$ cat src/rtl/hrq_pkg.sv
package hrq_pkg;

    // Bit positions inside the frame-status byte
    localparam int SF_BAD_CRC   = 7;
    localparam int SF_ABORT     = 6;
    localparam int SF_OVERRUN   = 5;
    localparam int SF_BAD_COUNT = 4;

    typedef enum logic [0:0] {
        RQ_ACCEPT  = 1'b0,
        RQ_DISCARD = 1'b1
    } rq_state_e;

    typedef struct packed {
        logic       is_status;
        logic [7:0] value;
    } rq_entry_t;

endpackage

$ cat src/rtl/hrq_store.sv
module hrq_store
    import hrq_pkg::*;
#(
    parameter int DEPTH = 64,
    localparam int AW   = $clog2(DEPTH),
    localparam int CW   = AW + 1
) (
    input  logic              clk,
    input  logic              rst_n,
    input  logic              push,
    input  logic              overwrite,
    input  logic              pop,
    input  rq_entry_t         wr_entry,
    output logic [7:0]        head_value,
    output logic [CW-1:0]     occupancy,
    output logic [DEPTH-1:0]  tag_vec,
    output logic [AW-1:0]     head_ptr,
    output logic [CW-1:0]     status_total
);

    logic [7:0]       mem_q [DEPTH];
    logic [DEPTH-1:0] tag_q;
    logic [AW-1:0]    wr_ptr_q;
    logic [AW-1:0]    rd_ptr_q;
    logic [CW-1:0]    occ_q;
    logic [CW-1:0]    stat_q;
    logic [AW-1:0]    last_ptr;
    logic             stat_inc;
    logic             stat_dec_pop;
    logic             stat_dec_ovw;

    assign last_ptr = wr_ptr_q - 1'b1;

    always_ff @(posedge clk) begin
        if (push) begin
            mem_q[wr_ptr_q] <= wr_entry.value;
        end else if (overwrite) begin
            mem_q[last_ptr] <= wr_entry.value;
        end
    end

    assign stat_inc     = (push && wr_entry.is_status) ||
                          (overwrite && wr_entry.is_status && !tag_q[last_ptr]);
    assign stat_dec_ovw = overwrite && !wr_entry.is_status && tag_q[last_ptr];
    assign stat_dec_pop = pop && tag_q[rd_ptr_q];

    always_ff @(posedge clk or negedge rst_n) begin
        if (!rst_n) begin
            tag_q    <= '0;
            wr_ptr_q <= '0;
            rd_ptr_q <= '0;
            occ_q    <= '0;
            stat_q   <= '0;
        end else begin
            if (push) begin
                tag_q[wr_ptr_q] <= wr_entry.is_status;
                wr_ptr_q        <= wr_ptr_q + 1'b1;
            end else if (overwrite) begin
                tag_q[last_ptr] <= wr_entry.is_status;
            end
            if (pop) begin
                rd_ptr_q <= rd_ptr_q + 1'b1;
            end
            occ_q  <= occ_q + CW'(push) - CW'(pop);
            stat_q <= stat_q + CW'(stat_inc) - CW'(stat_dec_pop) - CW'(stat_dec_ovw);
        end
    end

    assign head_value   = (occ_q != '0) ? mem_q[rd_ptr_q] : 8'h00;
    assign occupancy    = occ_q;
    assign tag_vec      = tag_q;
    assign head_ptr     = rd_ptr_q;
    assign status_total = stat_q;

    // a push never lands on a full queue unless a pop frees a slot
    p_no_overflow_r1: assert property (@(posedge clk) disable iff (!rst_n)
        push |-> (occ_q != CW'(DEPTH) || pop));

    // a pop is only issued against a non-empty queue
    p_empty_read_r10: assert property (@(posedge clk) disable iff (!rst_n)
        pop |-> occ_q != '0);

    // an overwrite leaves the occupancy unchanged
    p_overwrite_keeps_r8: assert property (@(posedge clk) disable iff (!rst_n)
        (overwrite && !pop) |=> occ_q == $past(occ_q));

endmodule

$ cat src/rtl/hrq_first_mark.sv
module hrq_first_mark #(
    parameter int DEPTH = 64,
    localparam int AW   = $clog2(DEPTH),
    localparam int CW   = AW + 1
) (
    input  logic             clk,
    input  logic             rst_n,
    input  logic [DEPTH-1:0] tag_vec,
    input  logic [AW-1:0]    head_ptr,
    input  logic [CW-1:0]    occupancy,
    input  logic [CW-1:0]    status_total,
    output logic [CW-1:0]    queue_count
);

    // Scan from the head for the oldest status entry among the live ones
    always_comb begin
        logic          found;
        logic [AW-1:0] idx;
        found       = 1'b0;
        queue_count = occupancy;
        for (int i = 0; i < DEPTH; i++) begin
            idx = head_ptr + AW'(i);
            if (!found && (CW'(i) < occupancy) && tag_vec[idx]) begin
                found       = 1'b1;
                queue_count = CW'(i + 1);
            end
        end
    end

    // the reported count never exceeds what is stored
    p_count_bound_r5: assert property (@(posedge clk) disable iff (!rst_n)
        queue_count <= occupancy);

    // with a status entry queued the count points at a real entry
    p_count_nonzero_r5: assert property (@(posedge clk) disable iff (!rst_n)
        (status_total != '0) |-> queue_count != '0);

endmodule

$ cat src/rtl/hrq_idle_det.sv
module hrq_idle_det #(
    parameter int RUN  = 15,
    localparam int RW  = $clog2(RUN + 1)
) (
    input  logic clk,
    input  logic rst_n,
    input  logic bit_valid,
    input  logic bit_in,
    output logic idle
);

    logic [RW-1:0] run_q;

    always_ff @(posedge clk or negedge rst_n) begin
        if (!rst_n) begin
            run_q <= '0;
        end else if (bit_valid) begin
            if (!bit_in) begin
                run_q <= '0;
            end else if (run_q != RW'(RUN)) begin
                run_q <= run_q + 1'b1;
            end
        end
    end

    assign idle = (run_q == RW'(RUN));

    // a valid zero bit always ends the idle indication
    p_idle_clear_r9: assert property (@(posedge clk) disable iff (!rst_n)
        (bit_valid && !bit_in) |=> !idle);

    // idle only rises on a valid one bit
    p_idle_rise_r9: assert property (@(posedge clk) disable iff (!rst_n)
        $rose(idle) |-> $past(bit_valid && bit_in));

endmodule

$ cat src/rtl/hdlc_rx_queue.sv
module hdlc_rx_queue
    import hrq_pkg::*;
#(
    parameter int DEPTH    = 64,
    parameter int LEVEL_W  = 6,
    parameter int IDLE_RUN = 15,
    localparam int AW      = $clog2(DEPTH),
    localparam int CW      = AW + 1
) (
    input  logic               clk,
    input  logic               rst_n,
    input  logic               rx_byte_valid,
    input  logic [7:0]         rx_byte,
    input  logic               rx_byte_is_crc,
    input  logic               rx_end_valid,
    input  logic               rx_end_bad_crc,
    input  logic               rx_end_abort,
    input  logic               rx_end_bad_count,
    input  logic               rx_bit_valid,
    input  logic               rx_bit,
    input  logic               cfg_pass_crc,
    input  logic [LEVEL_W-1:0] cfg_fill_level,
    input  logic               rd_en,
    output logic [7:0]         rd_data,
    input  logic               status_rd,
    output logic [CW-1:0]      queue_count,
    output logic               eof_present,
    output logic               fill_flag,
    output logic               frame_flag,
    output logic               overrun_flag,
    output logic               idle_flag
);

    rq_state_e        state_q, state_d;
    rq_entry_t        wr_entry;
    logic             push, overwrite, pop, room, byte_take;
    logic             frame_set, ovr_set;
    logic [7:0]       end_status;
    logic [CW-1:0]    occupancy, status_total;
    logic [DEPTH-1:0] tag_vec;
    logic [AW-1:0]    head_ptr;
    logic             fill_q, frame_q, ovr_q;

    assign pop       = rd_en && (occupancy != '0);
    assign room      = (occupancy != CW'(DEPTH)) || pop;
    assign byte_take = rx_byte_valid && (!rx_byte_is_crc || cfg_pass_crc);

    always_comb begin
        end_status                = 8'h00;
        end_status[SF_BAD_CRC]    = rx_end_bad_crc;
        end_status[SF_ABORT]      = rx_end_abort;
        end_status[SF_BAD_COUNT]  = rx_end_bad_count;
    end

    // State register
    always_ff @(posedge clk or negedge rst_n) begin
        if (!rst_n) begin
            state_q <= RQ_ACCEPT;
        end else begin
            state_q <= state_d;
        end
    end

    // Transition and write decisions
    always_comb begin
        state_d   = state_q;
        push      = 1'b0;
        overwrite = 1'b0;
        frame_set = 1'b0;
        ovr_set   = 1'b0;
        wr_entry  = '0;
        unique case (state_q)
            RQ_ACCEPT: begin
                if (rx_end_valid) begin
                    wr_entry.is_status = 1'b1;
                    wr_entry.value     = end_status;
                    frame_set          = 1'b1;
                    if (room) begin
                        push = 1'b1;
                    end else begin
                        overwrite                  = 1'b1;
                        ovr_set                    = 1'b1;
                        wr_entry.value[SF_OVERRUN] = 1'b1;
                    end
                end else if (byte_take) begin
                    if (room) begin
                        push           = 1'b1;
                        wr_entry.value = rx_byte;
                    end else begin
                        overwrite                  = 1'b1;
                        ovr_set                    = 1'b1;
                        wr_entry.is_status         = 1'b1;
                        wr_entry.value[SF_OVERRUN] = 1'b1;
                        state_d                    = RQ_DISCARD;
                    end
                end
            end
            RQ_DISCARD: begin
                if (rx_end_valid) begin
                    state_d = RQ_ACCEPT;
                end
            end
            default: state_d = RQ_ACCEPT;
        endcase
    end

    // Sticky flags: a set in the same cycle wins over the clearing read
    always_ff @(posedge clk or negedge rst_n) begin
        if (!rst_n) begin
            fill_q  <= 1'b0;
            frame_q <= 1'b0;
            ovr_q   <= 1'b0;
        end else begin
            fill_q  <= (occupancy >= CW'(cfg_fill_level)) || (fill_q && !status_rd);
            frame_q <= frame_set || (frame_q && !status_rd);
            ovr_q   <= ovr_set   || (ovr_q   && !status_rd);
        end
    end

    hrq_store #(.DEPTH(DEPTH)) u_store (
        .clk          (clk),
        .rst_n        (rst_n),
        .push         (push),
        .overwrite    (overwrite),
        .pop          (pop),
        .wr_entry     (wr_entry),
        .head_value   (rd_data),
        .occupancy    (occupancy),
        .tag_vec      (tag_vec),
        .head_ptr     (head_ptr),
        .status_total (status_total)
    );

    hrq_first_mark #(.DEPTH(DEPTH)) u_mark (
        .clk          (clk),
        .rst_n        (rst_n),
        .tag_vec      (tag_vec),
        .head_ptr     (head_ptr),
        .occupancy    (occupancy),
        .status_total (status_total),
        .queue_count  (queue_count)
    );

    hrq_idle_det #(.RUN(IDLE_RUN)) u_idle (
        .clk       (clk),
        .rst_n     (rst_n),
        .bit_valid (rx_bit_valid),
        .bit_in    (rx_bit),
        .idle      (idle_flag)
    );

    assign eof_present  = (status_total != '0);
    assign fill_flag    = fill_q;
    assign frame_flag   = frame_q;
    assign overrun_flag = ovr_q;

    // a flagged end of frame implies a non-empty count
    p_eof_count_r4: assert property (@(posedge clk) disable iff (!rst_n)
        eof_present |-> queue_count != '0);

    // an end event taken in the accepting state raises the frame flag
    p_frame_flag_r7: assert property (@(posedge clk) disable iff (!rst_n)
        (rx_end_valid && state_q == RQ_ACCEPT) |=> frame_flag);

    // while discarding and not reading, nothing enters the queue
    p_discard_hold_r8: assert property (@(posedge clk) disable iff (!rst_n)
        (state_q == RQ_DISCARD && !rd_en) |=> $stable(occupancy));

    // a dropped checksum byte does not change the occupancy
    p_crc_drop_r2: assert property (@(posedge clk) disable iff (!rst_n)
        (rx_byte_valid && rx_byte_is_crc && !cfg_pass_crc && !rx_end_valid && !rd_en)
        |=> $stable(occupancy));

    // occupancy at the threshold forces the fill flag next cycle
    p_fill_set_r6: assert property (@(posedge clk) disable iff (!rst_n)
        (occupancy >= CW'(cfg_fill_level)) |=> fill_flag);

endmodule

$ cat config.mk
export PLATFORM = sky130hd
export DESIGN_NAME = hdlc_rx_queue
export DESIGN_NICKNAME = d
export VERILOG_FILES = /design/src/rtl/hrq_pkg.sv /design/src/rtl/hrq_store.sv /design/src/rtl/hrq_first_mark.sv /design/src/rtl/hrq_idle_det.sv /design/src/rtl/hdlc_rx_queue.sv
export SDC_FILE = /design/constraint.sdc
export NUM_CORES = 1
export LEC_CHECK = 0
export BUFFER_PORTS_ARGS = -buffer_cell sky130_fd_sc_hd__buf_2
export CAP_MARGIN = 20
export CORE_MARGIN = 2
export CORE_UTILIZATION = 57
export DETAILED_ROUTE_END_ITERATION = 10
export PLACE_DENSITY = 0.69
export SYNTH_ARGS = -nofsm -noshare
export SYNTH_HDL_FRONTEND = slang
export SYNTH_SLANG_ARGS = --single-unit
$ cat constraint.sdc
create_clock -name clk -period 11.65 [get_ports clk]
set_input_delay 1.165 -clock clk [delete_from_list [all_inputs] [get_ports clk]]
set_output_delay 1.165 -clock clk [all_outputs]
set_load 0.02 [all_outputs]
== Word level (Yosys, flattened, before mapping) ==
Memory sizes are Yosys's and may differ from the RTL's.
Index checks and enable logic that the tools add are counted.

* Output and inout port bits: 20
* Flip-flop bits (word level): 98
* Input bits: 27
* Memories: 1
* RAM bits: 512

{| class="wikitable"
|+ Memory list
! memory !! depth !! bits a word !! rd ports !! clocked after memory_dff !! write ports !! line !! source
|-
| u_store.mem_q || 64 || 8 || 1 || 0 || 1 || hrq_store.sv:21 || <nowiki>logic [7:0] mem_q [DEPTH];</nowiki>
|}

* Equality and inequality tests: 4
* Bitwise logic cells: 1
* Reductions and logical operators: 218
* Multiplexer cells: 295
* Add/sub/neg operators: 71
* Magnitude comparators: 133

{| class="wikitable"
|+ Operator list
! operator !! number
|-
| $lt A6 B7 Y1 const B || 66
|-
| $mux W7 || 64
|-
| $bmux W1 S6 || 65
|-
| $lt A6 B7 Y1 const A || 32
|-
| $add A6 B6 Y6 const B || 32
|-
| $mux W1 || 149
|-
| $logic_and A1 B1 Y1 || 140
|-
| $bwmux W64 || 2
|-
| $mux W64 || 2
|-
| $lt A5 B7 Y1 const A || 16
|-
| $add A6 B5 Y6 const B || 16
|-
| $logic_not A1 Y1 || 67
|-
| $lt A4 B7 Y1 const A || 8
|-
| $add A6 B4 Y6 const B || 8
|-
| $lt A3 B7 Y1 const A || 4
|-
| $mux W9 || 3
|-
| $add A6 B3 Y6 const B || 4
|-
| $sub A7 B1 Y7 || 3
|-
| $mux W8 || 2
|-
| $add A7 B1 Y7 || 2
|-
| $lt A1 B7 Y1 const A || 2
|-
| $lt A2 B7 Y1 const A || 2
|-
| $reduce_bool A7 Y1 || 2
|-
| $add A6 B1 Y6 const B || 2
|-
| 20 further kinds || 29
|}

== Depth between registers and ports, before layout ==
* Word-level depth: 256
* Depth in mapped cells: 26
* Mapped depth without buffers: 21

== Hierarchy ==
From an unflattened synthesis, not the netlist that was laid out.

* Cell total of the unflattened synthesis: 2621
* Area, all modules: 37178.2 µm²

{| class="wikitable"
|+ By module, submodules not included
! module !! times used !! area an instance (µm²) !! cells an instance
|-
| hrq_store || 1 || 25360.6 || 1326
|-
| hrq_first_mark || 1 || 11046.8 || 1204
|-
| hdlc_rx_queue || 1 || 539.3 || 68
|-
| hrq_idle_det || 1 || 231.5 || 23
|}

== Worst setup path after synthesis ==
OpenSTA, ideal clock, no wires.

* Path kind: register to output
* From: reg u_store.rd_ptr_q[1], in the netlist u_store.head_ptr[1]
* To: out queue_count[2]
* Arrival: 6.478 ns
* Slack: 4.007 ns
* Data required time: 10.485 ns
* Stages on the path, launching flop included: 25
* Cell sequence: dfrtp_1 buf_2 buf_6 buf_6 buf_2 buf_2 clkbuf_1 clkbuf_1 inv_1 ha_1 buf_6 buf_6 clkbuf_1 mux4_2 mux4_2 mux4_2 a21boi_1 nor2_1 nand4b_1 or4_4 nand2b_1 buf_2 a311oi_1 a21oi_1 a211oi_1

* Cells in the longest elaborated chain, start to end: 256

{| class="wikitable"
|+ Ends and longest elaborated chain
! item !! line !! source
|-
| start: declaration || hrq_store.sv:24 || <nowiki>logic [AW-1:0] rd_ptr_q;</nowiki>
|-
| start signal: assignment || hrq_store.sv:62 || <nowiki>rd_ptr_q <= rd_ptr_q + 1'b1;</nowiki>
|-
| parallel branches: the longest is 255 deep, another holds $add A6 B1 Y6 || - ||
|-
| $mux W7 (*) || hrq_first_mark.sv:23 || <nowiki>if (!found && (CW'(i) < occupancy) && tag_vec[idx]) begin</nowiki>
|-
| end: declaration || hdlc_rx_queue.sv:26 || <nowiki>output logic [CW-1:0] queue_count,</nowiki>
|}

Every way passes the cells marked *. The select of a mux whose other input is x is not followed.

== Worst setup path in the final report ==
* From: reg u_store.rd_ptr_q[1], in the netlist u_store.head_ptr[1]
* To: out queue_count[1]

The elaborated chain is that of the path after synthesis.

==> results by stage <==
Finish:
- The filler cells instantiated in the layout total 4835.
- The most common cell after layout, fill and taps aside is sky130_fd_sc_hd__edfxtp_1.
- The top cell types in the final layout, fill and taps aside, are sky130_fd_sc_hd__edfxtp_1, sky130_fd_sc_hd__mux4_2, sky130_fd_sc_hd__mux2i_1, sky130_fd_sc_hd__nor2_1, sky130_fd_sc_hd__mux2_2.
- The post-synthesis to final-layout area growth is 8.48%.
- The layout cell share with drive strength beyond 1 is 0.280.
- In the final design database the tool counted 2790 nets.

Timing:
- For the pin with the worst max-slew slack, the measured transition is 1160 ps.
- The worst pin sits at a relative slew slack of 0.226.
- The final critical path time including I/O delays and setup is 8760 ps.
- Setup total negative slack on the finished layout was measured at 0 ps.
- The final number of setup-violating endpoints is 0.
- Of the available clock period, the critical path in the final layout requires 0.752.
- The worst slack on hold paths is 433 ps.
- Setup repair after global routing left no endpoint under its margin.
- The number of hold violations in the final report came to 0.
- The max-slew violation total from the final report is 0.
- On the final layout, the worst clock skew is 41.7 ps.
- Based on the critical path, the design can be clocked at up to 114 MHz.

Logic synthesis:
- The count of mapped cells out of synthesis is 2733.
- The per-instance average area after synthesis is 13.9 µm².
- The cell area after technology mapping is 38000 µm².
- For this run, the register share of the synthesized area comes to 0.469.
- The largest total area in the synthesized netlist belongs to sky130_fd_sc_hd__edfxtp_1.
- Of the post-synthesis cell area, the dominant cell type holds 0.405.
- The count of yosys warnings during synthesis is 0.
- The netlist uses 93 different library cells.
- The most common flop cell mapped by yosys is sky130_fd_sc_hd__edfxtp_1.
- The synthesized net count is 2817.
- The synthesized design contains 512 enable-type register cells.
- The total of flip-flops plus latches after synthesis is 610.
- The proportion of register bits with asynchronous set or reset after synthesis is 0.161.
- Yosys attributes the largest share of cell area to sky130_fd_sc_hd__edfxtp_1, sky130_fd_sc_hd__mux4_2, sky130_fd_sc_hd__dfrtp_1.

Worst setup path:
- The critical path class is flop to primary output.
- The slowest stage of the critical path belongs to the cell sky130_fd_sc_hd__dfrtp_4.
- In this design, the stage delay of the slowest critical-path cell is 1040 ps.
- The cell that appears most often on the critical path is sky130_fd_sc_hd__mux4_2.
- In this run the worst path has a maximum fanout of 61.
- STA classifies the critical path startpoint as a flop.
- STA classifies the critical path endpoint as a primary output.
- The data required time of the critical path is 10490 ps.
- For the worst setup path, the data arrival time is 7590 ps.
- The signal on the critical path passes through inv_1 > ha_2 > buf_12 > mux2_1 > mux4_2 > mux4_2 > and4_1 > a21oi_1 > o311ai_1 > nor4b_1 > nand4b_1 > or3_1 > nor3b_4 > nor3_2 > o2bb2a_4 > buf_2.

Clock network:
- The cell sitting at the root of the clock tree is a sky130_fd_sc_hd__clkbuf_16.
- The post-cts gate resize count is 0.
- The total number of H-tree levels is 2.
- The number of hold buffers added after CTS is 0.
- The number of buffers created by CTS is 61.
- CTS saw 610 sinks.
- The number of buffers on the longest clock path is 3.
- The clock-pin transition on the worst setup and hold timing paths is 70 ps.
- The worst-skew pair later-pin latency is 650 ps.
- TritonCTS built the clock tree.
- The total setup buffers inserted after CTS is 0.

Global route:
- The first global-routing pass estimated 178000 µm of wire.
- Across every metal layer, demand over resource in global routing totals 0.358.
- The via count of the first global-routing pass is 25700.
- The number of antenna violations at the first check in global routing was 1.
- Entering global routing, the biggest net connects 150 pins.
- The global-route congestion overflow total is 0.

Floorplanning:
- In this run the core area contains 94 standard-cell rows.
- The die height is 262 µm.
- The horizontal extent of the die is 262 µm.
- Pin placement for this block handled 47 I/O pins.
- The die area is 68700 µm².
- The floorplan step defined a core boundary enclosing 65900 µm².
- The starting density of the core is 0.577.

Placement:
- The final weighted congestion in routability-driven placement is 1.01.
- The detailed-placement wirelength estimate is 82400 µm.
- The count of input and output buffers is 46.

Routing:
- The number of vias after detailed routing is 26700.
- The number of remaining DRC errors is 0.
- The number of DRC markers in iteration 0 is 3691.
- Dividing the detail-routed via count by the number of cells gives 7.36.
- The first detailed-routing pass ran for 8 iterations.
- In the final routed layout, each cell accounts on average for 33.6 µm.
- Wires add up to 122000 µm.
- The remaining antenna violation count after routing is 0.

Hold path:
- The worst hold-check path type is input pin to async pin.

Status:
- The flow ran to the end, and the final reports show no timing, DRC or antenna violations.

Run:
- Across the run, the number of max-cap violations was 0.
critical path: cells and delay by family (launching register included):
kind            cells  cell delay (ps)
compound gates      3              720
fa+ha+maj           1              780
buf+inv             3              680
flops               1             1040
mux                 3             1420
simple gates        6             2280
state kept, by name (all words and copies together), names as in the netlist:
register / count
fill_flag: 1
u_store.tag_vec: 64
u_store.head_ptr: 6
u_store.status_total: 7
u_idle.run_q: 4
frame_flag: 1
state_q: 1
u_store.mem_q: 512
u_store.wr_ptr_q: 6
overrun_flag: 1
u_store.occupancy: 7
area by class of cell:
type	instances	area, µm²	area share
Antenna cell	1	2.50	0.0000607
Clock buffer	71	1560	0.0380
Clock inverter	44	475	0.0115
Inverter	76	287	0.00695
Multi-Input combinational cell	1838	19000	0.461
Sequential cell	610	17800	0.433
Tap cell	864	1080	0.0262
Timing Repair Buffer	119	971	0.0236
routing by layer:
metal	routed length, µm	track usage	up-vias
met5	0	0	-
met4	4740	0.115	0
met3	14600	0.103	332
met2	54100	0.535	1683
met1	48200	0.512	13700
li1	-	-	10900
cell families after synthesis:
kind of cell,Yosys count,synth area share
AO/OA/AOI/OAI,445,0.0805
XOR/XNOR,92,0.0214
adder cells (fa/ha/maj),57,0.0194
buffers and inverters,285,0.0326
flip-flops,610,0.469
multiplexers,682,0.305
other,1,0.0000987
AND/OR/NAND/NOR,561,0.0722
stage by stage:
step	cells	cell area [µm²]	utilization	worst slack, ps
final	3623	41200	0.626	2890
after detailed placement	3492	38900	0.591	3450
after floorplan	2733	38000	-	4010
after global placement	3488	38900	0.590	3640
after CTS	3607	40900	0.622	2740
after global routing	3622	41200	0.626	2540
cells in the mapped netlist (all sizes together), types with 9 or more instances:
master and number:
nor3b 11, mux2i 168, o31ai 11, nor3 41
xor2 20, ha 54, or2 9, mux4 363
o32ai 13, dfrtp 98, o221ai 17, nor2b 28
a31oi 23, clkbuf 123, or3 18, a22oi 10
nand3 62, nand4 14, nand2b 19, a211oi 25
xnor2 72, o211ai 18, a21boi 11, buf 86
a21o 15, a21oi 91, nor2 156, nand2 135
o21ai 88, and3 14, inv 74, o41ai 11
and2 28, mux2 151, edfxtp 512, o22ai 19
a211o 9
worst paths after layout:
path	slack [ps]	from	end	depth (start not counted)
setup / recovery	2890	u_store.head_ptr[1]$_DFFE_PN0P_	queue_count[1]	16
hold / removal	430	rst_n	u_store.head_ptr[1]$_DFFE_PN0P_	1
setup reg to reg	5580	u_store.head_ptr[1]$_DFFE_PN0P_	u_store.status_total[5]$_DFF_PN0_	16
hold reg to reg	480	frame_flag$_DFF_PN0_	frame_flag$_DFF_PN0_	1
max in group asynchronous	10250	rst_n	u_store.tag_vec[49]$_DFFE_PN0P_	3
min in group clk	480	frame_flag$_DFF_PN0_	frame_flag$_DFF_PN0_	1
Power is left out: the tool's default activity adds up to more than one toggle a clock period on the data nets, which glitch-free logic cannot reach.
